`config.mk`:
```
export PLATFORM = sky130hd
export DESIGN_NAME = line_pace_sink
export DESIGN_NICKNAME = d
export VERILOG_FILES = /design/src/rtl/pace_pkg.sv /design/src/rtl/pace_credit.sv /design/src/rtl/pace_len.sv /design/src/rtl/pace_stamp.sv /design/src/rtl/line_pace_sink.sv
export SDC_FILE = /design/constraint.sdc
export NUM_CORES = 1
export LEC_CHECK = 0
export BUFFER_PORTS_ARGS = -buffer_cell sky130_fd_sc_hd__buf_4
export CORE_MARGIN = 4
export CORE_UTILIZATION = 50
export DETAILED_ROUTE_END_ITERATION = 7
export GPL_TIMING_DRIVEN = 0
export PLACE_DENSITY = 0.8
export SYNTH_ARGS = -nofsm -noshare
export SYNTH_HDL_FRONTEND = slang
export SYNTH_SLANG_ARGS = --single-unit
```
`constraint.sdc`:
```
create_clock -name clk -period 4.9 [get_ports clk]
set_input_delay 0.245 -clock clk [delete_from_list [all_inputs] [get_ports clk]]
set_output_delay 0.245 -clock clk [all_outputs]
set_load 0.005 [all_outputs]
```
`src/rtl/pace_pkg.sv`:
```
`timescale 1ns/1ps
package pace_pkg;

    typedef enum logic [1:0] {
        ST_IDLE,
        ST_PREAMBLE,
        ST_DATA,
        ST_GAP
    } pace_state_e;

    localparam int LANE_BITS      = 8;
    localparam int PREAMBLE_BYTES = 8;

    function automatic int max3(input int a, input int b, input int c);
        int m;
        m = (a > b) ? a : b;
        return (m > c) ? m : c;
    endfunction

endpackage

```
`src/rtl/pace_credit.sv`:
```
`timescale 1ns/1ps
// Fixed-point byte credit: grows by INC_Q per clock, saturates at MAX_Q,
// is cleared on request and reduced by what the controller spends.
module pace_credit #(
    parameter int CW    = 14,
    parameter int INC_Q = 2048,
    parameter int MAX_Q = 3072
) (
    input  logic          clk,
    input  logic          rst,
    input  logic          clear,
    input  logic [CW-1:0] spend,
    output logic [CW-1:0] credit
);
    logic [CW:0]   gross;
    logic [CW-1:0] credit_d;

    always_comb begin
        gross = {1'b0, credit} - {1'b0, spend} + (CW+1)'(INC_Q);
        if (gross > (CW+1)'(MAX_Q))
            credit_d = CW'(MAX_Q);
        else
            credit_d = gross[CW-1:0];
    end

    always_ff @(posedge clk) begin
        if (rst || clear)
            credit <= '0;
        else
            credit <= credit_d;
    end


    credit_cap_chk: assert property (@(posedge clk) disable iff (rst)
        credit <= CW'(MAX_Q))
        else $error("credit above ceiling");


    no_overdraft_chk: assert property (@(posedge clk) disable iff (rst)
        spend <= credit)
        else $error("spend exceeds available credit");

endmodule

```
`src/rtl/pace_len.sv`:
```
`timescale 1ns/1ps
// Per-beat lane count and per-frame byte total.
module pace_len #(
    parameter int LANES = 8,
    parameter int NB_W  = 4,
    parameter int LEN_W = 16
) (
    input  logic             clk,
    input  logic             rst,
    input  logic [LANES-1:0] keep,
    input  logic             accept,
    input  logic             last,
    output logic [NB_W-1:0]  beat_bytes,
    output logic [LEN_W-1:0] frm_len,
    output logic             frm_done
);
    logic [LEN_W-1:0] run_q;
    logic [LEN_W-1:0] run_sum;

    always_comb begin
        beat_bytes = '0;
        for (int i = 0; i < LANES; i++)
            beat_bytes = beat_bytes + NB_W'(keep[i]);
    end

    assign run_sum = run_q + LEN_W'(beat_bytes);

    always_ff @(posedge clk) begin
        if (rst) begin
            run_q    <= '0;
            frm_len  <= '0;
            frm_done <= 1'b0;
        end else begin
            frm_done <= 1'b0;
            if (accept) begin
                if (last) begin
                    frm_len  <= run_sum;
                    frm_done <= 1'b1;
                    run_q    <= '0;
                end else begin
                    run_q    <= run_sum;
                end
            end
        end
    end


    done_after_last_chk: assert property (@(posedge clk) disable iff (rst)
        frm_done |-> $past(accept && last))
        else $error("length strobe without a closing beat");

endmodule

```
`src/rtl/pace_stamp.sv`:
```
`timescale 1ns/1ps
// Holds the precision time captured at the delimiter instant.
module pace_stamp #(
    parameter int TS_W = 96
) (
    input  logic            clk,
    input  logic            rst,
    input  logic            capture,
    input  logic [TS_W-1:0] ptp_now,
    output logic [TS_W-1:0] ts_out,
    output logic            ts_valid
);
    always_ff @(posedge clk) begin
        if (rst) begin
            ts_out   <= '0;
            ts_valid <= 1'b0;
        end else begin
            ts_valid <= capture;
            if (capture)
                ts_out <= ptp_now;
        end
    end


    stamp_value_chk: assert property (@(posedge clk) disable iff (rst)
        ts_valid |-> ts_out == $past(ptp_now))
        else $error("timestamp does not match sampled time");


    stamp_single_chk: assert property (@(posedge clk) disable iff (rst)
        ts_valid |=> !ts_valid)
        else $error("timestamp strobe longer than one cycle");

endmodule

```
`src/rtl/line_pace_sink.sv`:
```
`timescale 1ns/1ps
module line_pace_sink
    import pace_pkg::*;
#(
    parameter int DATA_W    = 64,
    parameter int GAP_BYTES = 12,
    parameter int FRAC_W    = 8,
    parameter int INC_Q     = 2048,
    parameter int LEN_W     = 16,
    parameter int TS_W      = 96
) (
    input  logic                       clk,
    input  logic                       rst,
    input  logic [DATA_W/LANE_BITS-1:0] s_tkeep,
    input  logic                       s_tlast,
    input  logic                       s_tvalid,
    output logic                       s_tready,
    input  logic [TS_W-1:0]            ptp_now,
    output logic [TS_W-1:0]            ts_out,
    output logic                       ts_valid,
    output logic [LEN_W-1:0]           frm_len,
    output logic                       frm_done,
    output logic                       underflow
);
    localparam int LANES  = DATA_W / LANE_BITS;
    localparam int NB_W   = $clog2(LANES + 1);
    localparam int BEAT_Q = LANES << FRAC_W;
    localparam int PRE_Q  = PREAMBLE_BYTES << FRAC_W;
    localparam int GAP_Q  = GAP_BYTES << FRAC_W;
    localparam int MAX_B  = max3(LANES, PREAMBLE_BYTES, GAP_BYTES);
    localparam int MAX_Q  = MAX_B << FRAC_W;
    localparam int CW     = $clog2(MAX_Q + INC_Q + 1) + 1;

    pace_state_e     state_q, state_d;
    logic [CW-1:0]   credit;
    logic [CW-1:0]   spend;
    logic [NB_W-1:0] beat_bytes;
    logic            beat_ok, pre_done, gap_done;
    logic            accept, clear_credit, capture, dry;

    assign beat_ok  = credit >= CW'(BEAT_Q);
    assign pre_done = credit >= CW'(PRE_Q);
    assign gap_done = credit >= CW'(GAP_Q);
    assign accept   = s_tvalid && s_tready;

    // state register
    always_ff @(posedge clk) begin
        if (rst)
            state_q <= ST_IDLE;
        else
            state_q <= state_d;
    end

    // transitions
    always_comb begin
        state_d = state_q;
        unique case (state_q)
            ST_IDLE:     if (s_tvalid)           state_d = ST_PREAMBLE;
            ST_PREAMBLE: if (pre_done)           state_d = ST_DATA;
            ST_DATA:     if (accept && s_tlast)  state_d = ST_GAP;
            ST_GAP:      if (gap_done)           state_d = ST_IDLE;
            default:                             state_d = ST_IDLE;
        endcase
    end

    // outputs and credit spending
    always_comb begin
        s_tready     = 1'b0;
        spend        = '0;
        capture      = 1'b0;
        clear_credit = 1'b0;
        dry          = 1'b0;
        unique case (state_q)
            ST_IDLE: clear_credit = 1'b1;
            ST_PREAMBLE: begin
                if (pre_done) begin
                    spend   = CW'(PRE_Q);
                    capture = 1'b1;
                end
            end
            ST_DATA: begin
                s_tready = beat_ok;
                if (beat_ok && s_tvalid)
                    spend = CW'(beat_bytes) << FRAC_W;
                dry = beat_ok && !s_tvalid;
            end
            ST_GAP: begin
                if (gap_done)
                    spend = CW'(GAP_Q);
            end
            default: clear_credit = 1'b1;
        endcase
    end

    always_ff @(posedge clk) begin
        if (rst)
            underflow <= 1'b0;
        else
            underflow <= dry;
    end

    pace_credit #(
        .CW    (CW),
        .INC_Q (INC_Q),
        .MAX_Q (MAX_Q)
    ) i_credit (
        .clk    (clk),
        .rst    (rst),
        .clear  (clear_credit),
        .spend  (spend),
        .credit (credit)
    );

    pace_len #(
        .LANES (LANES),
        .NB_W  (NB_W),
        .LEN_W (LEN_W)
    ) i_len (
        .clk        (clk),
        .rst        (rst),
        .keep       (s_tkeep),
        .accept     (accept),
        .last       (s_tlast),
        .beat_bytes (beat_bytes),
        .frm_len    (frm_len),
        .frm_done   (frm_done)
    );

    pace_stamp #(
        .TS_W (TS_W)
    ) i_stamp (
        .clk      (clk),
        .rst      (rst),
        .capture  (capture),
        .ptp_now  (ptp_now),
        .ts_out   (ts_out),
        .ts_valid (ts_valid)
    );


    initial begin : lane_width_chk
        assert (DATA_W % LANE_BITS == 0)
            else $error("data width is not a whole number of byte lanes");
    end


    stamp_in_data_chk: assert property (@(posedge clk) disable iff (rst)
        ts_valid |-> state_q == ST_DATA)
        else $error("timestamp strobe outside payload state");


    last_to_gap_chk: assert property (@(posedge clk) disable iff (rst)
        (s_tvalid && s_tready && s_tlast) |=> state_q == ST_GAP)
        else $error("closing beat did not start the gap");


    done_in_gap_chk: assert property (@(posedge clk) disable iff (rst)
        frm_done |-> state_q == ST_GAP)
        else $error("length strobe outside gap");


    underflow_cause_chk: assert property (@(posedge clk) disable iff (rst)
        underflow |-> $past(state_q == ST_DATA && !s_tvalid))
        else $error("underflow without a dry payload cycle");

endmodule

```
==> results.py, run 1 <==
metrics = {
    "pwr": {
        "combinationalPowerShare_pct": 34.0,
        "intPower_uw": 2660,
        "max-vdd-ir-drop_uv": 292,
        "power_frac_seq_pct": 37.1,
        "clockPowerShare_pct": 28.9,
        "powerDensity_nw_per_um2": 452,
        "switching_power_uw": 1320,
        "total_power_uw": 3980,
        "leakage_uw": 0.00374,
        "switching_share_pct": 33.3,
    },
    "final_layout": {
        "diodes": 0,
        "fin_nets": 1171,
        "fin_util_pct": 71.8,
        "layout-area-overhead-vs-synth_pct": 37.9,
        "fill_cells": 974,
        "finalInstanceArea_um2": 8800,
        "final_cell_count_no_fill": 1205,
        "drive_gt1_share_pct": 27.2,
    },
    "global_route": {
        "met2_usage_pct": 42.8,
        "grt_usage_pct": 24.5,
        "grt_pass1_vias": 5896,
        "grt_pass1_wl_um": 28600,
        "globalRouteMet3Util_pct": 7.69,
        "grtUsageMet1_pct": 27.4,
        "gr-max-usage-layer": "met2",
        "antenna_found_initial": 0,
        "grt_max_degree": 17,
        "grt_overflow": 0,
    },
    "drt": {
        "first_iter_violations": 338,
        "wl_per_cell_um": 15.0,
        "drc": 0,
        "final_antenna_net_count": 0,
        "via_per_inst": 5.08,
        "firstDrtPassIters": 5,
        "totalWireLength_um": 18100,
        "vias": 6126,
    },
    "floorplan": {
        "start_util_pct": 52.0,
        "die_h_um": 121,
        "dieArea_um2": 14600,
        "ios": 224,
        "dieWidth_um": 121,
        "rows": 40,
        "core-area_um2": 12300,
    },
    "worst_setup_path": {
        "arrival_ps": 4840,
        "crit_end": "i_credit.credit[4]$_SDFF_PP0_",
        "crit_fanout": 8,
        "end_kind": "register",
        "critical_path_class": "input pin to register",
        "reg2reg_slack_ps": 930,
        "required_ps": 5200,
        "r2r_end": "i_credit.credit[4]$_SDFF_PP0_",
        "r2r_cells": 18,
        "cp-start-kind": "input pin",
        "r2r_start": "i_credit.credit[12]$_SDFF_PP0_",
        "critPathLaunch": "s_tkeep[0]",
    },
    "logic_synthesis": {
        "syn_inst": 785,
        "synth_ff_type": "dfxtp_1",
        "synth.area.top_cells": "dfxtp_1 45%, nand2_1 13%, a21oi_1 9.2%",
        "syn_area_per_cell_um2": 8.13,
        "synth-edff-count": 0,
        "synth_top_area_cell": "dfxtp_1",
        "synth.distinct_cells": 52,
        "async_reset_ff_share_pct": 0,
        "syn-cell-area_um2": 6380,
        "yosysSeqAreaShare_pct": 45.2,
        "ys_ff_latch": 144,
        "yosysTopAreaCellShare_pct": 45.2,
        "ys.warnings.count": 0,
    },
    "sta": {
        "slew_headroom_pct": 60.8,
        "hold_violations": 0,
        "rsz0062_at_grt": "false",
        "fin_skew_ps": 8.55,
        "setup_viol": 0,
        "clock.fmax_mhz": 221,
        "period_share_pct": 92.5,
        "drv_slew": 0,
        "max_slew.worst_pin.slew_ps": 588,
        "min_period_ps": 4530,
    },
    "place": {
        "place.gp.congestion": 0.821,
        "placed_cells": 1176,
        "placed_area_um2": 8260,
        "io_buffers": 222,
        "hpwl_um": 13800,
    },
    "cts": {
        "insertion_delay_ps": 430,
        "ctsResizeCount": 0,
        "cts_sinks": 144,
        "clk_path_buf_depth": 2,
        "postCtsSetupRepairBufs": 0,
        "cts_hold_buffers": 0,
        "clk_pin_slew_ps": 60,
        "clockRootBuffer": "clkbuf_16",
        "htree_num_levels": 4,
        "cts_inserted_buffers": 17,
        "cts_tree": "built",
    },
    "run_status": {
        "status": "completed",
    },
    "min_path": {
        "hold_class": "input pin to register",
    },
    "run": {
        "cap_violations": 0,
    },
}
[how the worst min path moves through the flow]
stage,endpoint,startpoint,cells after the start
after global placement,i_stamp.ts_out[79]$_SDFFE_PP0P_,i_stamp.ts_out[79]$_SDFFE_PP0P_,2
after floorplan,underflow$_SDFF_PP0_,s_tvalid,1
after CTS,underflow$_SDFF_PP0_,s_tvalid,2
after global routing,underflow$_SDFF_PP0_,s_tvalid,2
final,underflow$_SDFF_PP0_,s_tvalid,2
after detailed placement,i_stamp.ts_out[63]$_SDFFE_PP0P_,i_stamp.ts_out[63]$_SDFFE_PP0P_,2
[layer usage]
| metal | vias up | share of wire, % |
|---|---|---|
| met5 | - | 0 |
| met4 | 0 | 2.4 |
| met3 | 33 | 9.0 |
| met2 | 229 | 50 |
| met1 | 2783 | 38 |
| li1 | 3081 | - |
[cell type report]
type / instances / area [µm²] / area share, %
tap: 168 / 210 / 2.39
timing repair buffer: 222 / 1670 / 18.9
sequential: 144 / 2880 / 32.8
inverter: 32 / 120 / 1.37
clock buffer: 24 / 492 / 5.59
multi-input combinational: 564 / 3210 / 36.5
clock inverter: 5 / 32.5 / 0.370
buffer: 46 / 184 / 2.09
[synth_stat cells (6+ instances only)]
master / n
xnor2_1: 15
dfxtp_1: 144
buf_2: 6
o21ai_0: 13
nand3_1: 9
inv_1: 32
a211oi_1: 12
nor3_1: 6
a21oi_2: 6
ha_1: 31
nor2_1: 41
a21oi_1: 117
nand2_1: 222
and2_1: 6
xor2_1: 7
clkbuf_1: 36
[logic make-up after synthesis]
group	synth area share (%)
xor+xnor	3.02
flops	45.2
compound gates	16.8
simple gates	22.3
buf+inv	4.77
other cells	0.0588
mux	0.157
fa+ha+maj	7.65
[power by group through the flow]
| stage | sequential (µW) | clock, µW | combinational (µW) |
|---|---|---|---|
| final | 1470 | 1150 | 1350 |
| after global routing | 1500 | 1220 | 1510 |
| after CTS | 1480 | 1170 | 1350 |
| after detailed placement | 1500 | 0 | 1340 |
| after global placement | 1490 | 0 | 1320 |
| after floorplan | 1510 | 0 | 753 |
[sequential cells by signal, summed over array words and instances (netlist names)]
register	count
i_stamp.ts_valid	1
i_stamp.ts_out	96
i_len.run_q	16
state_q	2
underflow	1
i_len.frm_len	16
i_credit.credit	11
i_len.frm_done	1
[layout by cell type (no fill, tap or decap), types with 5 or more instances in the layout]
cell,instances
inv_1,32
a21oi_1,117
xnor2_1,13
xor2_1,7
and2_1,6
a211oi_1,12
nor3_2,5
a22oi_1,5
clkbuf_1,39
nor2_1,41
fa_1,5
ha_1,31
clkbuf_16,17
nor3_1,6
buf_2,6
buf_4,223
o21ai_0,13
a21oi_2,6
nor3b_2,5
o21a_1,5
dfxtp_1,144
nand2_1,222
nand3_1,9
[stage by stage]
stage	setup TNS, ps	hold slack (ps)	setup slack, ps
after floorplan	0	321	341
after global placement	-390	442	-67.7
after detailed placement	-735	447	-98.5
after CTS	0	24.5	338
after global routing	0	45.3	9.28
final	0	41.5	367
[critical path, cell delays in order]
cell and delay [ps]:
buf_4 110, ha_1 260, inv_1 40, fa_1 490
fa_1 420, fa_1 410, fa_1 420, xnor2_2 190
nand2_1 70, nand2_1 80, nand2_1 50, ha_1 270
ha_1 270, buf_2 180, nand3_1 160, o311a_1 390
xnor2_1 190, nand2_1 200, a31oi_4 280, nor3b_2 80
(Power assumes the default switching activity.)
==> run 2: changes to the inputs <==
Settings changed: CORE_ASPECT_RATIO from default to 0.7.
==> run 2 against run 1 <==
Clock skew increased by 2.0 ps. First-iteration DRC count is 8.0% lower. Worst setup slack got worse by 81 ps. Largest cell class unchanged. Clock power rose by 22%. Design area is 1.1% higher. Flip-flop and latch count unchanged. Largest power group unchanged.
==> results.py, run 2 (synthesized netlist as in run 1, its figures left out) <==
metrics = {
    "final_layout": {
        "fin_util_pct": 71.4,
        "fin_nets": 1171,
        "largest_register_ffs": 96,
        "final_cell_count_no_fill": 1202,
        "regMostFlops": "i_stamp.ts_out",
        "diodes": 0,
        "final_common_cell": "buf_4",
        "drive_gt1_share_pct": 27.4,
        "fill_cells": 1017,
        "mostFrequentLayoutCells": "223 x buf_4, 222 x nand2_1, 144 x dfxtp_1",
        "layout-area-overhead-vs-synth_pct": 39.4,
        "top_regs": "i_stamp.ts_out (96), i_len.frm_len (16), i_len.run_q (16)",
    },
    "place": {
        "placed_cells": 1170,
        "hpwl_um": 13600,
        "io_buffers": 222,
        "place.gp.congestion": 0.873,
        "dp_slack_ps": -122,
    },
    "cts": {
        "postCtsSetupRepairBufs": 0,
        "cts_tree": "built",
        "cts_hold_buffers": 0,
        "cts_inserted_buffers": 17,
        "htree_num_levels": 4,
        "insertion_delay_ps": 410,
        "ctsResizeCount": 0,
        "clockRootBuffer": "clkbuf_16",
        "clk_path_buf_depth": 2,
        "clk_pin_slew_ps": 60,
        "cts_sinks": 144,
    },
    "pwr": {
        "combinationalPowerShare_pct": 31.8,
        "leakage_uw": 0.00379,
        "clockPowerShare_pct": 33.2,
        "powerDensity_nw_per_um2": 475,
        "switching_share_pct": 32.7,
        "max-vdd-ir-drop_uv": 368,
        "switching_power_uw": 1380,
        "power_frac_seq_pct": 34.9,
        "intPower_uw": 2840,
    },
    "floorplan": {
        "dieWidth_um": 143,
        "core-area_um2": 12500,
        "start_util_pct": 51.2,
        "ios": 224,
        "rows": 34,
        "die_h_um": 103,
        "dieArea_um2": 14700,
    },
    "sta": {
        "period_share_pct": 94.2,
        "fin_ws_ps": 286,
        "clock.fmax_mhz": 217,
        "tns_ps": 0,
        "hold_violations": 0,
        "rsz0062_at_grt": "false",
        "setup_viol": 0,
        "min_period_ps": 4610,
        "max_slew.worst_pin.slew_ps": 606,
        "hold_ws_ps": 37.6,
        "drv_slew": 0,
        "fin_skew_ps": 10.6,
        "slew_headroom_pct": 59.6,
    },
    "worst_setup_path": {
        "critical_path_class": "input pin to register",
        "cp-start-kind": "input pin",
        "crit_fanout": 8,
        "reg2reg_slack_ps": 940,
        "arrival_ps": 4900,
        "end_kind": "register",
        "required_ps": 5190,
    },
    "drt": {
        "totalWireLength_um": 17800,
        "via_per_inst": 5.05,
        "first_iter_violations": 311,
        "final_antenna_net_count": 0,
        "vias": 6076,
        "firstDrtPassIters": 4,
        "drc": 0,
        "wl_per_cell_um": 14.8,
    },
    "global_route": {
        "grt_overflow": 0,
        "grt_pass1_vias": 5672,
        "grt_max_degree": 17,
        "grt_usage_pct": 23.1,
        "grt_pass1_wl_um": 27400,
        "antenna_found_initial": 0,
    },
    "min_path": {
        "hold_class": "input pin to register",
    },
    "run_status": {
        "status": "completed",
    },
    "run": {
        "cap_violations": 0,
    },
}
[run 2: worst max-delay path, cell delays in order]
cell,delay [ps]
buf_4,110
ha_1,270
inv_1,50
fa_1,510
fa_1,440
fa_1,430
fa_1,390
xnor2_1,230
nand2_1,80
nand2_1,80
nand2_1,50
ha_1,270
ha_1,280
buf_2,160
a21oi_2,170
nor3b_2,200
o311ai_2,130
a21o_1,170
and4_4,200
o211ai_4,320
nor3b_2,80
[run 2: path summary, 6_finish.rpt]
kind,from,endpoint,depth (start not counted)
min,s_tvalid,underflow$_SDFF_PP0_,2
max,s_tkeep[0],i_credit.credit[9]$_SDFF_PP0_,21
max reg2reg,i_credit.credit[12]$_SDFF_PP0_,i_credit.credit[9]$_SDFF_PP0_,19
min reg2reg,i_stamp.ts_out[3]$_SDFFE_PP0P_,i_stamp.ts_out[3]$_SDFFE_PP0P_,2
[run 2: layout make-up]
cell class	count	area [µm²]	share of cell area (%)
Sequential cell	144	2880	32.4
Buffer	46	184	2.07
Clock inverter	13	200	2.25
Tap cell	162	203	2.28
Multi-Input combinational cell	564	3200	35.9
Timing Repair Buffer	222	1670	18.7
Inverter	32	120	1.35
Clock buffer	19	443	4.98
[run 2: power groups by stage]
stage               clock network, µW  logic [µW]  registers (µW)
floorplan                           0         753            1510
global placement                    0        1320            1490
detailed placement                  0        1340            1500
CTS                              1420        1350            1480
global route                     1480        1500            1500
finish                           1400        1350            1480
[run 2: metal layers]
| layer | routed length (µm) | vias up | part of all wire, % | track usage (%) |
|---|---|---|---|---|
| met5 | 0 | - | 0 | 0 |
| met4 | 252 | 0 | 1.4 | 6.14 |
| met3 | 1470 | 19 | 8.3 | 6.82 |
| met2 | 8250 | 189 | 46 | 38.3 |
| met1 | 7790 | 2783 | 44 | 30.0 |
| li1 | - | 3085 | - | - |
[run 2: stage by stage]
step           instance area, µm²  power [µW]
6_report                     8890        4230
5_1_grt                      8890        4480
4_1_cts                      8890        4250
3_5_place_dp                 8250        2840
3_3_place_gp                 8250        2810
2_1_floorplan                6380        2260
==> run 3: changes to the inputs <==
--- a/config.mk
+++ b/config.mk
@@ -9,8 +9,8 @@
 export CORE_ASPECT_RATIO = 0.7
 export CORE_MARGIN = 4
-export CORE_UTILIZATION = 50
+export CORE_UTILIZATION = 30
 export DETAILED_ROUTE_END_ITERATION = 7
 export GPL_TIMING_DRIVEN = 0
-export PLACE_DENSITY = 0.8
+export PLACE_DENSITY = 0.53
 export SYNTH_ARGS = -nofsm -noshare
 export SYNTH_HDL_FRONTEND = slang
==> constraint.sdc (replaced) <==
create_clock -name clk -period 5.6 [get_ports clk]
set_input_delay 0.84 -clock clk [delete_from_list [all_inputs] [get_ports clk]]
set_output_delay 0.84 -clock clk [all_outputs]
set_load 0.005 [all_outputs]
==> run 3 against run 2 <==
Combinational power is 13% lower. Via count fell by 2.8%. Largest power group unchanged. Clock skew grew 3.7 ps. Core utilization fell by 28 points. Cell count up 9.5%. Power down 13%.
==> results.py, run 3 (synthesized netlist as in run 1, its figures left out) <==
metrics = {
    "run_status": {
        "status": "completed",
    },
    "sta": {
        "hold_violations": 0,
        "clock.fmax_mhz": 191,
        "fin_skew_ps": 14.3,
        "max_slew.worst_pin.slew_ps": 744,
        "slew_headroom_pct": 50.4,
        "rsz0062_at_grt": "false",
        "min_period_ps": 5240,
        "period_share_pct": 93.6,
        "drv_slew": 0,
        "tns_ps": 0,
        "setup_viol": 0,
    },
    "drt": {
        "firstDrtPassIters": 5,
        "first_iter_violations": 229,
        "via_per_inst": 4.49,
        "vias": 5906,
        "drc": 0,
        "wl_per_cell_um": 14.6,
        "totalWireLength_um": 19200,
        "final_antenna_net_count": 0,
    },
    "min_path": {
        "hold_depth": 2,
        "hold_class": "register to register",
    },
    "pwr": {
        "intPower_uw": 2440,
        "switching_power_uw": 1230,
        "powerDensity_nw_per_um2": 407,
        "switching_share_pct": 33.5,
        "leakage_uw": 0.00377,
        "max-vdd-ir-drop_uv": 185,
        "combinationalPowerShare_pct": 32.2,
        "power_frac_seq_pct": 35.2,
        "clockPowerShare_pct": 32.6,
    },
    "worst_setup_path": {
        "end_kind": "register",
        "arrival_ps": 5570,
        "critPathLaunch": "s_tkeep[0]",
        "crit_fanout": 8,
        "crit_end": "i_credit.credit[9]$_SDFF_PP0_",
        "critical_path_class": "input pin to register",
        "r2r_start": "i_credit.credit[12]$_SDFF_PP0_",
        "required_ps": 5930,
        "cp-start-kind": "input pin",
        "r2r_end": "i_credit.credit[9]$_SDFF_PP0_",
        "reg2reg_slack_ps": 1550,
        "r2r_cells": 18,
    },
    "global_route": {
        "grt_pass1_vias": 5576,
        "grt_pass1_wl_um": 30100,
        "grt_overflow": 0,
        "antenna_found_initial": 0,
        "grt_max_degree": 17,
        "grt_usage_pct": 15.9,
    },
    "place": {
        "io_buffers": 222,
        "hpwl_um": 14900,
        "place.gp.congestion": 0.799,
        "placed_area_um2": 8390,
    },
    "floorplan": {
        "ios": 224,
        "dieWidth_um": 182,
        "rows": 44,
        "core-area_um2": 20800,
        "die_h_um": 130,
        "start_util_pct": 30.7,
        "dieArea_um2": 23700,
    },
    "cts": {
        "clk_pin_slew_ps": 60,
        "cts_inserted_buffers": 17,
        "cts_hold_buffers": 0,
        "postCtsSetupRepairBufs": 0,
        "clockRootBuffer": "clkbuf_16",
        "clk_path_buf_depth": 2,
        "cts_sinks": 144,
        "cts_tree": "built",
        "htree_num_levels": 4,
        "insertion_delay_ps": 410,
        "ctsResizeCount": 0,
    },
    "run": {
        "cap_violations": 0,
    },
    "final_layout": {
        "regMostFlops": "i_stamp.ts_out",
        "final_common_cell": "buf_4",
        "largest_register_ffs": 96,
        "finalInstanceArea_um2": 9010,
        "fin_nets": 1171,
        "mostFrequentLayoutCells": "223 x buf_4, 222 x nand2_1, 144 x dfxtp_1",
        "layout-area-overhead-vs-synth_pct": 41.3,
        "fin_util_pct": 43.3,
        "top_regs": "i_stamp.ts_out (96), i_len.frm_len (16), i_len.run_q (16)",
        "drive_gt1_share_pct": 27.4,
        "diodes": 0,
    },
}
-- run 3: cell types whose count changed in the layout (fill, tap and decap cells not counted), sizes merged --
cell	before	now
bufinv	4	3
clkinv	0	1
clkinvlp	3	4
inv	38	37
-- run 3: through the flow --
step           hold WS (ps)  setup slack, ps  power, µW  instances
2_1_floorplan           436              446       1980        786
3_3_place_gp            442            -62.5       2520       1284
3_5_place_dp            447            -76.0       2520       1284
4_1_cts                 455              339       3730       1316
5_1_grt                 474            0.394       3940       1316
6_report                454              360       3670       1316
-- run 3: power by group through the flow --
stage / logic, µW / clock network [µW] / registers, µW
after floorplan: 659 / 0 / 1320
after global placement: 1210 / 0 / 1310
after detailed placement: 1210 / 0 / 1310
after CTS: 1210 / 1230 / 1290
after global routing: 1340 / 1280 / 1310
final: 1180 / 1200 / 1290
-- run 3: worst min path at each step --
| stage | end | slack [ps] | from |
|---|---|---|---|
| 3_5_place_dp | i_stamp.ts_out[3]$_SDFFE_PP0P_ | 450 | i_stamp.ts_out[3]$_SDFFE_PP0P_ |
| 2_1_floorplan | i_len.run_q[0]$_SDFFE_PP0P_ | 440 | i_len.run_q[0]$_SDFFE_PP0P_ |
| 6_report | i_stamp.ts_out[3]$_SDFFE_PP0P_ | 450 | i_stamp.ts_out[3]$_SDFFE_PP0P_ |
| 5_1_grt | i_stamp.ts_out[42]$_SDFFE_PP0P_ | 470 | i_stamp.ts_out[42]$_SDFFE_PP0P_ |
| 3_3_place_gp | i_stamp.ts_out[69]$_SDFFE_PP0P_ | 440 | i_stamp.ts_out[69]$_SDFFE_PP0P_ |
| 4_1_cts | i_stamp.ts_out[3]$_SDFFE_PP0P_ | 450 | i_stamp.ts_out[3]$_SDFFE_PP0P_ |
-- run 3: layout make-up --
cell class / instances / area (µm²)
Tap cell: 276 / 345
Timing Repair Buffer: 222 / 1670
Fill cell: 2137 / 11800
Clock buffer: 19 / 443
Buffer: 46 / 184
Inverter: 32 / 120
Multi-Input combinational cell: 564 / 3200
Sequential cell: 144 / 2880
Clock inverter: 13 / 175
-- run 3: worst max-delay path: stages --
cell      delay (ps)
buf_4            110
ha_1             260
inv_1             50
fa_1             500
fa_1             430
fa_1             420
fa_1             400
xnor2_1          240
nand2_1          100
nand2_1           80
nand2_1           60
ha_1             270
ha_1             270
buf_2            180
nand4_1          140
or3b_1           370
o221ai_1         200
xnor2_1          230
o211ai_4         210
nor3b_2          210
-- run 3: per-layer routing --
layer / wire length, µm / vias up / GRT usage [%]
met4: 111 / 0 / 4.50
met2: 8100 / 160 / 22.9
met5: 0 / - / 0
met1: 9340 / 2662 / 22.4
met3: 1630 / 6 / 5.93
li1: - / 3078 / -
